$ cat config.mk
export PLATFORM = sky130hd
export DESIGN_NAME = mtrap_csr_unit
export DESIGN_NICKNAME = d
export VERILOG_FILES = /design/src/rtl/mtrap_pkg.sv /design/src/rtl/mtrap_csr_decode.sv /design/src/rtl/mtrap_exc_detect.sv /design/src/rtl/mtrap_csr_regs.sv /design/src/rtl/mtrap_csr_unit.sv
export SDC_FILE = /design/constraint.sdc
export NUM_CORES = 1
export LEC_CHECK = 0
export ABC_AREA = 1
export BUFFER_PORTS_ARGS = -buffer_cell sky130_fd_sc_hd__buf_2
export CAP_MARGIN = 25
export CORE_MARGIN = 2
export CORE_UTILIZATION = 57
export CTS_BUF_LIST = sky130_fd_sc_hd__clkbuf_16
export DETAILED_ROUTE_END_ITERATION = 6
export PLACE_DENSITY = 0.81
export RECOVER_POWER = 50
export SYNTH_ARGS = -nofsm -noshare
export SYNTH_HDL_FRONTEND = slang
export SYNTH_SLANG_ARGS = --single-unit
$ cat constraint.sdc
create_clock -name clk -period 2.7 [get_ports clk]
set_input_delay 0.27 -clock clk [delete_from_list [all_inputs] [get_ports clk]]
set_output_delay 0.27 -clock clk [all_outputs]
set_load 0.03 [all_outputs]
$ cat src/rtl/mtrap_pkg.sv
package mtrap_pkg;
  localparam int XLEN   = 32;
  localparam int CAUSEW = 5;

  localparam logic [11:0] A_STATUS = 12'h300;
  localparam logic [11:0] A_ISA    = 12'h301;
  localparam logic [11:0] A_TVEC   = 12'h305;
  localparam logic [11:0] A_EPC    = 12'h341;
  localparam logic [11:0] A_CAUSE  = 12'h342;
  localparam logic [11:0] A_TVAL   = 12'h343;
  localparam logic [11:0] A_ARCH   = 12'hF12;
  localparam logic [11:0] A_IMP    = 12'hF13;
  localparam logic [11:0] A_HART   = 12'hF14;

  localparam logic [XLEN-1:0] ISA_WORD = 32'h4000_0100;

  localparam logic [CAUSEW-1:0] C_ILLEGAL = 5'd2;
  localparam logic [CAUSEW-1:0] C_BREAK   = 5'd3;
  localparam logic [CAUSEW-1:0] C_LD_MIS  = 5'd4;
  localparam logic [CAUSEW-1:0] C_ST_MIS  = 5'd6;
  localparam logic [CAUSEW-1:0] C_ECALL   = 5'd11;

  typedef enum logic [3:0] {
    IX_NONE, IX_STATUS, IX_ISA, IX_TVEC, IX_EPC, IX_CAUSE, IX_TVAL,
    IX_ARCH, IX_IMP, IX_HART
  } csr_ix_e;

  typedef enum logic [1:0] {
    OP_BAD = 2'd0, OP_WRITE = 2'd1, OP_SET = 2'd2, OP_CLR = 2'd3
  } csr_op_e;

  function automatic logic misaligned(input logic [1:0] size,
                                      input logic [1:0] lo);
    if (size[1])      return |lo;
    else if (size[0]) return lo[0];
    else              return 1'b0;
  endfunction
endpackage

$ cat src/rtl/mtrap_csr_decode.sv
module mtrap_csr_decode
  import mtrap_pkg::*;
(
  input  logic [11:0] addr,
  output csr_ix_e     ix,
  output logic        hit,
  output logic        read_only
);
  always_comb begin
    case (addr)
      A_STATUS: ix = IX_STATUS;
      A_ISA:    ix = IX_ISA;
      A_TVEC:   ix = IX_TVEC;
      A_EPC:    ix = IX_EPC;
      A_CAUSE:  ix = IX_CAUSE;
      A_TVAL:   ix = IX_TVAL;
      A_ARCH:   ix = IX_ARCH;
      A_IMP:    ix = IX_IMP;
      A_HART:   ix = IX_HART;
      default:  ix = IX_NONE;
    endcase
  end

  assign hit       = (ix != IX_NONE);
  // top two address bits 11 mark the read-only region; the ISA word is fixed too
  assign read_only = (addr[11:10] == 2'b11) || (ix == IX_ISA);
endmodule

$ cat src/rtl/mtrap_exc_detect.sv
module mtrap_exc_detect
  import mtrap_pkg::*;
(
  input  logic              valid,
  input  logic              bad_insn,
  input  logic              is_ebreak,
  input  logic              is_ecall,
  input  logic              is_load,
  input  logic              is_store,
  input  logic [1:0]        size,
  input  logic [1:0]        addr_lo,
  output logic              trap,
  output logic [CAUSEW-1:0] cause,
  output logic              tval_is_addr
);
  logic mis;
  assign mis = misaligned(size, addr_lo);

  always_comb begin
    trap         = 1'b0;
    cause        = '0;
    tval_is_addr = 1'b0;
    if (valid) begin
      if (bad_insn) begin
        trap = 1'b1; cause = C_ILLEGAL;
      end else if (is_ebreak) begin
        trap = 1'b1; cause = C_BREAK;
      end else if (is_ecall) begin
        trap = 1'b1; cause = C_ECALL;
      end else if (is_load && mis) begin
        trap = 1'b1; cause = C_LD_MIS; tval_is_addr = 1'b1;
      end else if (is_store && mis) begin
        trap = 1'b1; cause = C_ST_MIS; tval_is_addr = 1'b1;
      end
    end
  end
endmodule

$ cat src/rtl/mtrap_csr_regs.sv
module mtrap_csr_regs
  import mtrap_pkg::*;
#(
  parameter logic [XLEN-1:0] TVEC_RST = 32'h0000_0100,
  parameter logic [XLEN-1:0] ARCH_ID  = 32'h0000_0001,
  parameter logic [XLEN-1:0] IMP_ID   = 32'h0000_0002,
  parameter logic [XLEN-1:0] HART_ID  = 32'h0000_0000
) (
  input  logic              clk,
  input  logic              rst,
  input  csr_ix_e           ix,
  input  logic              wr_en,
  input  logic [XLEN-1:0]   wr_data,
  input  logic              trap_we,
  input  logic [XLEN-1:0]   trap_pc,
  input  logic [CAUSEW-1:0] trap_cause,
  input  logic [XLEN-1:0]   trap_tval,
  output logic [XLEN-1:0]   rd_data,
  output logic [XLEN-1:0]   tvec_q,
  output logic [XLEN-1:0]   epc_q
);
  logic [XLEN-1:0] status_q, cause_q, tval_q;

  always_ff @(posedge clk) begin
    if (rst) begin
      status_q <= '0;
      tvec_q   <= TVEC_RST;
      epc_q    <= '0;
      cause_q  <= '0;
      tval_q   <= '0;
    end else if (trap_we) begin
      epc_q   <= trap_pc;
      cause_q <= {{(XLEN-CAUSEW){1'b0}}, trap_cause};
      tval_q  <= trap_tval;
    end else if (wr_en) begin
      case (ix)
        IX_STATUS: status_q <= wr_data;
        IX_TVEC:   tvec_q   <= wr_data;
        IX_EPC:    epc_q    <= wr_data;
        IX_CAUSE:  cause_q  <= wr_data;
        IX_TVAL:   tval_q   <= wr_data;
        default:   ;
      endcase
    end
  end

  always_comb begin
    case (ix)
      IX_STATUS: rd_data = status_q;
      IX_ISA:    rd_data = ISA_WORD;
      IX_TVEC:   rd_data = tvec_q;
      IX_EPC:    rd_data = epc_q;
      IX_CAUSE:  rd_data = cause_q;
      IX_TVAL:   rd_data = tval_q;
      IX_ARCH:   rd_data = ARCH_ID;
      IX_IMP:    rd_data = IMP_ID;
      IX_HART:   rd_data = HART_ID;
      default:   rd_data = '0;
    endcase
  end
endmodule

$ cat src/rtl/mtrap_csr_unit.sv
module mtrap_csr_unit
  import mtrap_pkg::*;
#(
  parameter logic [31:0] MTVEC_RESET = 32'h0000_0100,
  parameter logic [31:0] ARCH_ID     = 32'h0000_0001,
  parameter logic [31:0] IMP_ID      = 32'h0000_0002,
  parameter logic [31:0] HART_ID     = 32'h0000_0000
) (
  input  logic        clk,
  input  logic        rst,
  input  logic        in_valid,
  input  logic [31:0] in_pc,
  input  logic        in_is_csr,
  input  logic [2:0]  in_funct3,
  input  logic [11:0] in_csr_addr,
  input  logic [4:0]  in_rs1_idx,
  input  logic [31:0] in_rs1_data,
  input  logic        in_is_ecall,
  input  logic        in_is_ebreak,
  input  logic        in_is_mret,
  input  logic        in_illegal,
  input  logic        in_is_load,
  input  logic        in_is_store,
  input  logic [31:0] mem_addr,
  input  logic [1:0]  mem_size,
  output logic        out_valid,
  output logic [31:0] csr_rdata,
  output logic        wb_ok,
  output logic        mem_ok,
  output logic        redirect_valid,
  output logic [31:0] redirect_pc
);
  localparam int IMMW = 5;

  csr_ix_e           ix;
  csr_op_e           op;
  logic              hit, ro, wants_write, csr_bad, trap, tval_is_addr, csr_we;
  logic [CAUSEW-1:0] cause;
  logic [XLEN-1:0]   operand, old_val, new_val, tvec_q, epc_q, tval;

  mtrap_csr_decode u_dec (
    .addr(in_csr_addr), .ix(ix), .hit(hit), .read_only(ro)
  );

  assign op          = csr_op_e'(in_funct3[1:0]);
  assign operand     = in_funct3[2] ? {{(XLEN-IMMW){1'b0}}, in_rs1_idx} : in_rs1_data;
  assign wants_write = (op == OP_WRITE) || (in_rs1_idx != '0);
  assign csr_bad     = in_is_csr && ((op == OP_BAD) || !hit || (ro && wants_write));

  mtrap_exc_detect u_exc (
    .valid(in_valid), .bad_insn(in_illegal || csr_bad),
    .is_ebreak(in_is_ebreak), .is_ecall(in_is_ecall),
    .is_load(in_is_load), .is_store(in_is_store),
    .size(mem_size), .addr_lo(mem_addr[1:0]),
    .trap(trap), .cause(cause), .tval_is_addr(tval_is_addr)
  );

  always_comb begin
    case (op)
      OP_SET:  new_val = old_val | operand;
      OP_CLR:  new_val = old_val & ~operand;
      default: new_val = operand;
    endcase
  end

  assign csr_we = in_valid && in_is_csr && !trap && wants_write;
  assign tval   = tval_is_addr ? mem_addr : '0;

  mtrap_csr_regs #(
    .TVEC_RST(MTVEC_RESET), .ARCH_ID(ARCH_ID), .IMP_ID(IMP_ID), .HART_ID(HART_ID)
  ) u_regs (
    .clk(clk), .rst(rst), .ix(ix),
    .wr_en(csr_we), .wr_data(new_val),
    .trap_we(trap), .trap_pc(in_pc), .trap_cause(cause), .trap_tval(tval),
    .rd_data(old_val), .tvec_q(tvec_q), .epc_q(epc_q)
  );

  always_ff @(posedge clk) begin
    if (rst) begin
      out_valid      <= 1'b0;
      csr_rdata      <= '0;
      wb_ok          <= 1'b0;
      mem_ok         <= 1'b0;
      redirect_valid <= 1'b0;
      redirect_pc    <= '0;
    end else begin
      out_valid      <= in_valid;
      csr_rdata      <= (in_valid && in_is_csr && !trap) ? old_val : '0;
      wb_ok          <= in_valid && !trap;
      mem_ok         <= in_valid && !trap && (in_is_load || in_is_store);
      redirect_valid <= in_valid && (trap || in_is_mret);
      if (in_valid && trap)            redirect_pc <= {tvec_q[XLEN-1:2], 2'b00};
      else if (in_valid && in_is_mret) redirect_pc <= epc_q;
      else                             redirect_pc <= '0;
    end
  end
endmodule

; Word level (Yosys, flattened, before mapping)
; Cells that the tools add are included.
[word_totals]
ff_bits = 228
out_inout_bits = 68
[classes]
eq_ne = 21
reduce_logical = 38
n_mux = 34
n_bitwise = 6
[ops]
columns = op, count
row1 = two-way mux 32 bit, 10
row2 = one-hot mux 32 bit (8 select lines), 1
row3 = "equality test 12 x 10 -> 1 bit, second input constant", 6
row4 = one-hot mux 32 bit (2 select lines), 1
row5 = two-way mux 5 bit, 8
row6 = "equality test 12 bit, second input constant", 3
row7 = one-hot mux 4 bit (9 select lines), 1
row8 = bitwise AND 32 bit, 1
row9 = inverter 32 bit, 1
row10 = bitwise OR 32 bit, 1
row11 = "equality test 4 x 3 -> 1 bit, second input constant", 4
row12 = logical AND 1 bit, 12
row13 = two-way mux 1 bit, 12
row14 = "equality test 4 x 2 -> 1 bit, second input constant", 2
row15 = AND reduction 2 bit, 4
row16 = nonzero test 2 bit, 4
row17 = logical OR 1 bit, 7
row18 = "equality test 2 bit, second input constant", 3
row19 = AND reduction 3 bit, 2
row20 = OR reduction 2 bit, 3
row21 = nonzero test 5 bit, 1
row22 = "equality test 4 x 1 -> 1 bit, second input constant", 1
row23 = "equality test 4 bit, second input constant", 1
row24 = nonzero test 4 bit, 1
row25 = 6 further kinds, 9

; Depth between registers and ports, before layout
; Gate-level depths: netlist (run 1).
[depth]
depth_word = 15
mapped_depth = 20
ltp_nobuf = 19

; Hierarchy
; Synthesis (run 1) repeated with hierarchy kept, for this count alone.
[hier_totals]
cells_unflattened = 1848
hier_area_um2 = 11632.4
[modules_own_cells]
columns = module, area_each_um2, seq_area_each_um2, cells_per_inst, instances
row1 = mtrap_csr_regs, 8082.8, 3203.1, 1295, 1
row2 = mtrap_csr_unit, 3104.2, 1361.3, 453, 1
row3 = mtrap_csr_decode, 329.1, 0.0, 74, 1
row4 = mtrap_exc_detect, 116.4, 0.0, 26, 1

; Least setup slack after synthesis (run 1)
; Ideal clock, no wire load.
[synth_timing]
kind = input -> register
from = input port in_csr_addr[11]
to = register u_regs.tval_q[10]
t_required_ns = 2.587
arrival_time_ns = 1.944
setup_time_ns = 0.113
slack_ns = 0.643
stages = 17
path_cell_list = nor2_2 nand2_1 nor2_4 nand2_1 nand2_1 nor2_1 nand3_1 nand2_1 nand2_2 nand3_4 nor2_4 nand3_2 nand2_1 inv_2 buf_2 nor2_1 nor2_1
[synth_between]
elab_chain_cells = 15
elab_cells_between_ends = 45
classes_between = 18 x eq/ne / 11 x mux / 2 x bitwise / 14 x reduce/logical
[synth_lines]
columns = element, line
row1 = "start, declared", mtrap_csr_unit.sv:15  ; input logic [11:0] in_csr_addr,
row2 = equality test 12 bit or equality test 12 x 10 -> 1 bit (tied branches), mtrap_csr_decode.sv:10  ; case (addr)
row3 = one-hot mux 4 bit (9 select lines), mtrap_csr_decode.sv:10
row4 = equality test 4 x 2 -> 1 bit or nonzero test 4 bit (tied branches), "mtrap_csr_decode.sv:26, mtrap_csr_regs.sv:48, mtrap_csr_decode.sv:24"
row5 = logical OR 1 bit or logical NOT 1 bit (tied branches), "mtrap_csr_decode.sv:26, mtrap_csr_unit.sv:48"
row6 = logical AND 1 bit or logical OR 1 bit (tied branches), mtrap_csr_unit.sv:48  ; assign csr_bad = in_is_csr && ((op == OP_BAD) || !hit || (ro && wants_write));
row7 = logical OR 1 bit, mtrap_csr_unit.sv:48
row8 = logical AND 1 bit, mtrap_csr_unit.sv:48
row9 = logical OR 1 bit, mtrap_csr_unit.sv:51  ; .valid(in_valid), .bad_insn(in_illegal || csr_bad),
row10 = two-way mux 1 bit, mtrap_exc_detect.sv:24  ; if (bad_insn) begin
row11 = two-way mux 1 bit, mtrap_exc_detect.sv:23  ; if (valid) begin
row12 = logical NOT 1 bit, mtrap_csr_unit.sv:66  ; assign csr_we = in_valid && in_is_csr && !trap && wants_write;
row13 = logical AND 1 bit (2 in series), mtrap_csr_unit.sv:66
row14 = nonzero test 2 bit (no line), n/a
row15 = AND reduction 2 bit (no line), n/a
row16 = "end signal, assigned", mtrap_csr_regs.sv:34  ; tval_q <= trap_tval;
row17 = "end signal, assigned", mtrap_csr_regs.sv:41  ; IX_TVAL: tval_q <= wr_data;
row18 = "end, declared", mtrap_csr_regs.sv:22  ; logic [XLEN-1:0] status_q, cause_q, tval_q;
; Several ways; a longest one is shown, not always the timed one. The select of a mux whose other input is x is not followed.
; A chain may end at the register's enable or synchronous reset.

; Worst setup path in the final report (run 1)
[layout_timing]
from = input port in_csr_addr[7]
to = register redirect_pc[27]
[layout_between]
elab_chain_cells = 12
elab_cells_between_ends = 23
classes_between = 10 x eq/ne / 4 x mux / 9 x reduce/logical
[layout_lines]
columns = element, line
row1 = equality test 12 bit or equality test 12 x 10 -> 1 bit (tied branches), mtrap_csr_decode.sv:10
row2 = one-hot mux 4 bit (9 select lines) (*), mtrap_csr_decode.sv:10
row3 = equality test 4 x 2 -> 1 bit or nonzero test 4 bit (tied branches), "mtrap_csr_decode.sv:26, mtrap_csr_decode.sv:24"
row4 = logical OR 1 bit or logical NOT 1 bit (tied branches), "mtrap_csr_decode.sv:26, mtrap_csr_unit.sv:48"
row5 = logical AND 1 bit or logical OR 1 bit (tied branches), mtrap_csr_unit.sv:48
row6 = logical OR 1 bit (*), mtrap_csr_unit.sv:48
row7 = logical AND 1 bit (*), mtrap_csr_unit.sv:48
row8 = logical OR 1 bit (*), mtrap_csr_unit.sv:51
row9 = two-way mux 1 bit (*), mtrap_exc_detect.sv:24
row10 = two-way mux 1 bit (*), mtrap_exc_detect.sv:23
row11 = logical AND 1 bit (*), mtrap_csr_unit.sv:92  ; if (in_valid && trap) redirect_pc <= {tvec_q[XLEN-1:2], 2'b00};
row12 = two-way mux 32 bit (*), mtrap_csr_unit.sv:92
row13 = "end signal, assigned", mtrap_csr_unit.sv:92
row14 = "end signal, assigned", mtrap_csr_unit.sv:93  ; else if (in_valid && in_is_mret) redirect_pc <= epc_q;
row15 = "end, declared", mtrap_csr_unit.sv:31  ; output logic [31:0] redirect_pc
; Mark *: on every way between the ends. The rest lies on a longest branch, timed or not.

==> run summary, run 1 <==
The run finished with clean final reports. Before antenna repair, the detailed router went through 6 iterations. The filler cell count is 1797. In this design, the largest share of critical-path delay is due to simple AND/OR/NAND/NOR gates.

The area growth from synthesis to layout is 19.0%. The number of nets in the synthesized netlist is 1978. Following the worst setup path forward leads to its endpoint at redirect_pc[27]$_SDFF_PP0_.

The detail-routed via count per cell is 5.51. Setup repair after global routing left no endpoint under its margin. The routed design has 39300 microns of wire. Summing the areas of all fa, ha and maj instances in the mapped netlist gives 0% of the synthesized area. Across all register-to-register paths, the minimum setup slack is 1.08 ns. The measured slew at the worst slew-check pin is 0.819 ns. The initial antenna violation count is 0. The number of max-slew violations in the final report came out at 0. The worst path buffer plus inverter count is 4. The worst hold path stage count is 5.

The floorplan step defined a core boundary enclosing 20200 sq um. The count of synthesis-stage warnings from yosys came out at 0. The class of the most critical setup path is input port to flop.

In this run the number of H-tree levels came out at 1. In this run the power spent charging and discharging nets is 2.00 mW. The max-capacitance violation count is 0. Of the synthesized area, sequential elements account for 39.1%. The internal power of the cells totals 5.98 mW.

For the final database, setup skew stands at 0.0171 ns. By area, the combinational part of the netlist is dominated by simple AND/OR/NAND/NOR gates. For this design the static power due to leakage is 6.56 nW.

For this run, design rule violations remaining after detail routing come to 0. The wire length of the first global-routing pass is 60800 microns. Counting along the longest clock path gives a buffer depth of 3. Dividing the detail-routed wire length by the instance count gives 16.9 microns. TritonCTS built the clock tree.

The clock period could shrink to 2.27 ns. Walking the worst path, the cells encountered are buf_2, inv_1, nand2_1, nor2_1, nand3_2, nand2_1, nor2_1, nor2_1, nand2_2, nand2_1, nand2_4, nand4_4, inv_2, nand3_1, clkbuf_1, o21ai_0. The critical path crosses 16 cells after its start point. The type of the most critical hold path is input port to flop. In this run, synthesis inferred 0 flip-flops with an integrated enable. The accumulated negative setup slack is 0 ns. The floorplan step set the die height to 147 microns.

The clock network latency to the later pin of the worst-skew pair is 0.54 ns. The number of global-route vias before repair came out at 11700. The synthesized netlist occupies a cell area of 11700 sq um.

The number of instances in the synthesized netlist came out at 1850. The worst setup slack before clock tree synthesis came out at 0.142 ns. The power per cell area came out at 573 nW/um^2. The count of buffers added on input and output ports is 195. Summing all multi-input logic gate instances after layout gives 5770 sq um. The post-route met1 wirelength is 15000 microns. The switching share of power came out at 25.0%. Among all flip-flop cells after synthesis, the most frequent one is sky130_fd_sc_hd__dfxtp_1. The final weighted congestion of routability-driven global placement came out at 0.951. The async set-or-reset flop fraction in the synthesized netlist came out at 0%. Summing the areas of all xor and xnor instances in the mapped netlist gives 0% of the synthesized area.

In this run, CTS created clock tree buffers numbering 25. The aggregate global routing overflow is 0. The sequential cells in the finished layout cover a total of 4560 sq um. For this design, the sink count on the clock tree is 228. The floorplan has 52 rows.

The start point of the critical path is in_csr_addr[7]. The pin count of the biggest net entering global routing is 57. The synthesized design contains 228 register bits. The mean instance size in the synthesized netlist is 6.31 sq um. The worst pin sits at a relative slew slack of 45.4%.

The detailed router finished its first iteration with 1339 violations. The initial utilization of the core area, before any placement, comes to 57.9%. The share of post-route cells with drive strength above 1 came out at 13.4%. The final setup slack of the worst path is 0.432 ns. The worst-case hold slack is 0.0421 ns. The largest fanout on the critical path came out at 15. For the worst flop-to-flop path, the logic depth is 8. The detailed placer's ending HPWL came out at 25700 microns. The die span in x came out at 147 microns. The total count of hold-check failures in the final report came to 0. For this run, the top clock speed supported by timing is 441 MHz. The detailed-route via count is 12800. The sequential fraction of design power came out at 43.5%. The clock input transition at the sequential cells of the worst setup and hold paths is 0.06 ns. In the synthesized netlist, mux cells make up 0.0857% of the area. The library cell contributing the largest single delay on the critical path is sky130_fd_sc_hd__clkbuf_1.

The launch point of the worst reg-to-reg path is u_regs.status_q[2]$_SDFFE_PP0P_. The compound-cell area share of the yosys netlist came out at 10.6%. The share of synthesized cell area in and, or, nand and nor gates is 38.9%. The clock group share of total power came out at 46.3%. The unique cell type count in the Yosys netlist came out at 36. The highest ir drop seen on vdd is 473 uV.

The top layer used by detailed routing is met4. The detailed route wirelength on metal2 came out at 17800 microns. The endpoint identified for the worst register-to-register timing path is u_regs.tval_q[2]$_SDFFE_PP0P_. The detail route stage leaves a number of antenna-violating nets equal to 0. The routed wire length on met3 came out at 4520 microns. The tree is rooted in a sky130_fd_sc_hd__clkbuf_16. The number of gates resized after CTS was 0. The total number of nets in the final design came out at 2168. The critical path launch point type is an input port.

The largest single stage delay on the critical path is 0.62 ns. The final critical path takes up 84.0% of the cycle. Of the total power, combinational logic draws 10.2%.

STA puts the critical path data required time at 3.06 ns. The number of ports placed on the die boundary is 196. The signal arrival time at the worst endpoint is 2.63 ns.

The die area is 21700 sq um. The antenna cell count came out at 0. The setup violation total in the final timing report came out at 0. Across every metal layer, demand over resource in global routing totals 35.2%.

The worst setup path is captured at a flop.
## cell usage in the layout, fill, tap and decap left out, types with 2 or more instances in the layout
cell type	n
sky130_fd_sc_hd__nand3b_1	18
sky130_fd_sc_hd__nor2_2	3
sky130_fd_sc_hd__clkbuf_2	4
sky130_fd_sc_hd__nand2_2	6
sky130_fd_sc_hd__o41ai_1	25
sky130_fd_sc_hd__a21oi_1	36
sky130_fd_sc_hd__nand4_1	4
sky130_fd_sc_hd__clkinv_2	7
sky130_fd_sc_hd__dfxtp_1	228
sky130_fd_sc_hd__nor2_4	5
sky130_fd_sc_hd__o21ai_1	11
sky130_fd_sc_hd__inv_2	8
sky130_fd_sc_hd__nor2_1	420
sky130_fd_sc_hd__a211oi_1	2
sky130_fd_sc_hd__o211ai_1	2
sky130_fd_sc_hd__bufinv_16	6
sky130_fd_sc_hd__nor3_2	2
sky130_fd_sc_hd__nand3_2	5
sky130_fd_sc_hd__o21ai_0	117
sky130_fd_sc_hd__nand2_4	3
sky130_fd_sc_hd__clkinv_1	5
sky130_fd_sc_hd__nand3_4	2
sky130_fd_sc_hd__inv_6	2
sky130_fd_sc_hd__nand3_1	159
sky130_fd_sc_hd__inv_1	208
sky130_fd_sc_hd__buf_4	60
sky130_fd_sc_hd__buf_12	8
sky130_fd_sc_hd__nand2_1	447
sky130_fd_sc_hd__clkbuf_1	70
sky130_fd_sc_hd__clkbuf_16	25
sky130_fd_sc_hd__buf_2	126
sky130_fd_sc_hd__o22ai_1	25
## layout make-up
class,count,share of cell area [%]
repair buffers,269,11.0
clock buffers,25,4.50
inverters,217,5.89
clock inverters,20,1.81
well taps,270,2.43
flip-flops and latches,228,32.8
multi-input cells,1299,41.5
## worst min-delay path by stage
stage | endpoint | start | slack, ns
floorplan | out_valid$_SDFF_PP0_ | rst | 0.37
global placement | redirect_pc[1]$_SDFF_PP0_ | u_regs.epc_q[1]$_SDFFE_PP0P_ | 0.46
detailed placement | redirect_pc[1]$_SDFF_PP0_ | u_regs.epc_q[1]$_SDFFE_PP0P_ | 0.46
CTS | u_regs.epc_q[16]$_SDFFE_PP0P_ | in_pc[16] | 0.04
global route | u_regs.epc_q[5]$_SDFFE_PP0P_ | in_pc[5] | 0.06
finish | u_regs.epc_q[16]$_SDFFE_PP0P_ | in_pc[16] | 0.04
## per-stage QoR
stage,area (sq um),power [mW],cells,utilization (%)
finish,13900,7.97,2328,68.9
global route,13900,8.22,2328,68.9
CTS,14000,7.96,2328,69.5
global placement,13100,4.31,2282,65.1
detailed placement,13100,4.33,2282,65.1
floorplan,11700,4.04,1850,-
## cell usage after synthesis, types with 2 or more instances
library cell	count	area [sq um]
sky130_fd_sc_hd__a211oi_1	2	15.0
sky130_fd_sc_hd__a21oi_1	36	180
sky130_fd_sc_hd__buf_1	4	15.0
sky130_fd_sc_hd__buf_2	36	180
sky130_fd_sc_hd__buf_4	14	105
sky130_fd_sc_hd__buf_6	2	22.5
sky130_fd_sc_hd__clkbuf_1	50	188
sky130_fd_sc_hd__clkinv_1	2	7.51
sky130_fd_sc_hd__clkinv_2	2	10.0
sky130_fd_sc_hd__dfxtp_1	228	4560
sky130_fd_sc_hd__inv_1	203	762
sky130_fd_sc_hd__inv_2	10	37.5
sky130_fd_sc_hd__nand2_1	444	1670
sky130_fd_sc_hd__nand2_2	9	56.3
sky130_fd_sc_hd__nand2_4	3	33.8
sky130_fd_sc_hd__nand3_1	158	791
sky130_fd_sc_hd__nand3_2	6	60.1
sky130_fd_sc_hd__nand3_4	2	35.0
sky130_fd_sc_hd__nand3b_1	18	135
sky130_fd_sc_hd__nand4_1	4	25.0
sky130_fd_sc_hd__nor2_1	418	1570
sky130_fd_sc_hd__nor2_2	4	25.0
sky130_fd_sc_hd__nor2_4	6	67.6
sky130_fd_sc_hd__nor3_1	2	10.0
sky130_fd_sc_hd__o211ai_1	2	15.0
sky130_fd_sc_hd__o21ai_0	117	586
sky130_fd_sc_hd__o21ai_1	11	55.1
sky130_fd_sc_hd__o22ai_1	25	156
sky130_fd_sc_hd__o41ai_1	25	219
## logic make-up after synthesis
| family | Yosys count |
|---|---|
| simple gates | 1078 |
| buf+inv | 323 |
| flops | 228 |
| compound gates | 220 |
| mux | 1 |
## registers in the layout (all words and copies together), names as in the netlist
name / cells
csr_rdata: 32
redirect_pc: 32
u_regs.cause_q: 32
u_regs.epc_q: 32
u_regs.status_q: 32
u_regs.tval_q: 32
u_regs.tvec_q: 32
mem_ok: 1
out_valid: 1
redirect_valid: 1
wb_ok: 1
## power by group through the flow
stage | clock network, mW | logic (mW) | registers, mW
2_1_floorplan | 0 | 0.501 | 3.54
3_3_place_gp | 0 | 0.775 | 3.54
3_5_place_dp | 0 | 0.791 | 3.54
4_1_cts | 3.69 | 0.800 | 3.46
5_1_grt | 3.85 | 0.894 | 3.47
6_report | 3.69 | 0.814 | 3.47
## worst register-to-register path, cell delays in order, from the launching register on
cell and delay, ns:
sky130_fd_sc_hd__dfxtp_1 0.31, sky130_fd_sc_hd__nand2_1 0.08, sky130_fd_sc_hd__o21ai_0 0.08, sky130_fd_sc_hd__a211oi_1 0.36, sky130_fd_sc_hd__o22ai_1 0.22, sky130_fd_sc_hd__nand2_1 0.19
sky130_fd_sc_hd__nand2_1 0.08, sky130_fd_sc_hd__nor2_1 0.12, sky130_fd_sc_hd__nor2_1 0.07
## per-layer routing
metal	up-vias	global-route usage, %
met5	-	0
li1	6167	-
met2	810	58.0
met4	0	15.9
met1	5679	45.7
met3	173	5.78
## repair_timing
item                      CTS  global route
hold buffers                1             0
hold endpoints to repair    1             0
buffers inserted            0             0
Note: power is estimated with default switching activity, not from simulation.
==> run 2: changes to the inputs <==
ABC_AREA = 0   (was 1)
CORE_UTILIZATION = 56   (was 57)
PLACE_DENSITY = 0.8   (was 0.81)
clock period = 2.3 ns   (was 2.7 ns; I/O delays follow)
==> run summary, run 2 <==
The netlist area before placement came out at 10400 sq um. Measured along the y axis, the die boundary spans 140 microns. The leakage power figure is 5.30 nW. The sum of internal, switching and leakage power is 8.84 mW. The proportion of synthesized chip area in sequential cells is 44.0%. The maximum clock rate is 455 MHz.

Max-cap violations in this run came to 0. TritonCTS built the clock tree. The clock reaches the later pin of the worst-skew pair after 0.52 ns.

At the end of the flow, the number of nets in the layout was 1617. The number of instances in the synthesized netlist came out at 1167. The library cell used most frequently in the layout, excluding fill and tap cells, is sky130_fd_sc_hd__dfxtp_1. The total number of placement rows is 49.

The largest fanout on the critical path came out at 10. The first detailed-routing pass ran for 7 iterations. The portion of synthesized cell area occupied by the leading cell type came out at 44.0%. The mean instance size in the synthesized netlist is 8.89 sq um. The number of flops mapped to enable cells by yosys came out at 0. The setup violation total in the final timing report is 0. The highest ir drop seen on vdd came out at 431 uV.

The die covers 19600 sq um. The synthesized netlist contains 70 unique library cells. The share of total power dissipated in the clock network is 43.5%.

Among all cell types in the netlist, the one instantiated most often is sky130_fd_sc_hd__dfxtp_1. The critical path launch point type is an input port. The flop and latch count out of synthesis is 228. The final reports fail on DRC. The share of post-route cells with drive strength above 1 came out at 25.0%. The count of synthesis-stage warnings from yosys is 0. In this run, the number of DRC markers left after iteration 0 of detailed routing was 1002. The remaining number of nets flagged by the antenna check after routing came out at 0. Data arrives at the worst endpoint at 2.61 ns. The effective utilization at floorplan is 57.4%.

The worst-case hold slack is 0.0163 ns. The cell-internal power came out at 6.71 mW. For the worst flop-to-flop path, the logic depth is 7. The number of max-slew violations in the final report came out at 0. The clock input transition at the sequential cells of the worst setup and hold paths came out at 0.06 ns. The power per cell area came out at 646 nW/um^2. The worst hold path stage count is 3.

The longest clock path from root to sink contains 3 buffers. The detail-routed via count per cell came out at 6.23. The type of the most critical hold path is input port to flop. The filler cell count is 1277.

The share of power burned in combinational logic is 10.4%. The die span in x came out at 140 microns. 0 antenna diodes ended up in the layout. The total count of hold-check failures in the final report came out at 0. The first global-routing pass estimated 54400 microns of wire. The accumulated negative setup slack came out at 0 ns. The setup path with the least slack is of type input port to flop.

The power dissipated by switching net loads came out at 2.13 mW. In the routed design, unresolved DRC markers number 10. The total clock buffers created by CTS is 23. The number of standard cells in the layout, taps in and fillers out came out at 1735.

The root buffer selected by CTS is sky130_fd_sc_hd__clkbuf_16. The routed layout has 10800 vias. The switching share of power is 24.1%. The final critical delay including setup and external delays is 2.20 ns. The remaining max-slew budget at the tightest pin came out at 54.7%. The level count of the clock H-tree came out at 1.

The element type at the critical path end is a flop. The part of the cycle the worst path needs is 95.6%. The number of clock sinks came out at 228. The aggregate global routing overflow is 0. Counting flops with an async set or reset pin after synthesis yields a share of 0%. The number of ports placed on the die boundary came out at 196.

The share of the core filled with cells in the final layout is 75.7%. The total of buffers placed on input and output ports came out at 195. The aggregate global-route resource usage came out at 34.5%. The number of nets produced by synthesis is 1295. The number of placed cells counting well taps came out at 1662. The run finished, with violations left. The final wirelength came out at 35000 microns. The number of global-route vias before repair came to 10300. The most used flip-flop cell after synthesis is sky130_fd_sc_hd__dfxtp_1. The sequential fraction of design power is 46.1%.

The area growth from synthesis to layout is 32.0%. The leading area contributor after synthesis is sky130_fd_sc_hd__dfxtp_1. The final weighted congestion of routability-driven global placement came out at 0.928. The wire length per cell after detailed routing came out at 20.2 microns. The placeable core area came out at 18100 sq um.

The initial antenna violation count came to 0. The top cell types in the final layout, fill and taps aside, are 228 x sky130_fd_sc_hd__dfxtp_1, 197 x sky130_fd_sc_hd__nor2_1, 157 x sky130_fd_sc_hd__buf_4, 126 x sky130_fd_sc_hd__buf_2, 114 x sky130_fd_sc_hd__a211oi_1. Ranked by instance count, the synthesized netlist is headed by 228 x sky130_fd_sc_hd__dfxtp_1, 199 x sky130_fd_sc_hd__nor2_1, 114 x sky130_fd_sc_hd__a211oi_1. At the pin with the least slew margin, the transition time is 0.673 ns. For the worst setup path, the data required time is 2.71 ns.

Entering global routing, the biggest net connects 66 pins. The detailed placer's ending HPWL came out at 23000 microns. By area the synthesized netlist is led by sky130_fd_sc_hd__dfxtp_1 44%, sky130_fd_sc_hd__a211oi_1 8.3%, sky130_fd_sc_hd__nor2_1 7.2%, sky130_fd_sc_hd__mux2i_1 2.8%, sky130_fd_sc_hd__nand2_1 2.8%. The worst clock skew is 0.0195 ns.
-- run 2: cell count changes in the layout (fill, tap and decap cells not counted), moves of 30 or more --
cell                       previous run  this run
sky130_fd_sc_hd__nor2_1             420       197
sky130_fd_sc_hd__o21ai_0            117        11
sky130_fd_sc_hd__nand2_1            447        77
sky130_fd_sc_hd__a22o_1               0        30
sky130_fd_sc_hd__nand3_1            159         8
sky130_fd_sc_hd__nand2b_1             0        32
sky130_fd_sc_hd__inv_1              208        13
sky130_fd_sc_hd__buf_4               60       157
sky130_fd_sc_hd__a211oi_1             2       114
-- run 2: layout make-up --
class,count,area [sq um],area share (%)
inverters,7,26.3,0.192
clock inverters,19,188,1.37
well taps,229,287,2.09
repair buffers,405,2770,20.3
flip-flops and latches,228,4560,33.3
clock buffers,23,576,4.21
multi-input cells,824,5270,38.5
-- run 2: path summary, 6_finish.rpt --
check | from | to | slack (ns)
worst max-delay path | in_csr_addr[11] | u_regs.status_q[7]$_SDFFE_PP0P_ | 0.10
worst min-delay path | mem_addr[1] | u_regs.tval_q[1]$_SDFFE_PP0P_ | 0.02
worst max register to register | u_regs.tval_q[8]$_SDFFE_PP0P_ | u_regs.tval_q[8]$_SDFFE_PP0P_ | 0.40
worst min register to register | u_regs.cause_q[29]$_SDFFE_PP0P_ | u_regs.cause_q[29]$_SDFFE_PP0P_ | 0.50
-- run 2: per-layer routing --
layer  global-route usage [%]  wire, microns  up-vias
met1                     45.0          14400     5089
li1                         -              -     4973
met4                     15.1           1450        0
met5                        0              0        -
met3                     5.57           2910      118
met2                     56.8          16200      627
-- run 2: power groups by stage --
stage / clock network, mW / registers, mW / logic (mW)
6_report: 3.84 / 4.08 / 0.922
5_1_grt: 4.02 / 4.08 / 0.985
4_1_cts: 3.85 / 4.08 / 0.912
3_5_place_dp: 0 / 4.16 / 0.865
3_3_place_gp: 0 / 4.16 / 0.852
2_1_floorplan: 0 / 4.15 / 0.463
-- run 2: stage by stage --
step	area [sq um]	setup slack, ns
finish	13700	0.100
global route	13700	-0.00687
CTS	13800	0.142
detailed placement	12800	-0.331
global placement	12800	-0.319
floorplan	10400	0.00771
-- run 2: critical path, cell delays in order --
cell,delay [ns]
sky130_fd_sc_hd__buf_2,0.10
sky130_fd_sc_hd__or4_1,0.51
sky130_fd_sc_hd__buf_4,0.21
sky130_fd_sc_hd__nor4b_4,0.30
sky130_fd_sc_hd__buf_4,0.24
sky130_fd_sc_hd__buf_4,0.20
sky130_fd_sc_hd__a221o_1,0.20
sky130_fd_sc_hd__a31oi_1,0.16
sky130_fd_sc_hd__buf_4,0.22
sky130_fd_sc_hd__a211oi_1,0.24
-- run 2: cells by family after synthesis --
| logic type | share of synthesized area (%) |
|---|---|
| xor gates and xnor gates | 0.0845 |
| DFF | 44.0 |
| AOI/OAI and AO/OA | 28.2 |
| and+or+nand+nor | 18.0 |
| buffers and inverters | 5.40 |
| muxes | 4.32 |
-- run 2: what timing repair did --
action                     in CTS  in global routing
hold endpoints to repair       29                  0
setup endpoints to repair       0                  3
resized for setup               0                  0
setup buffers                   0                  2
hold buffers                   29                  0
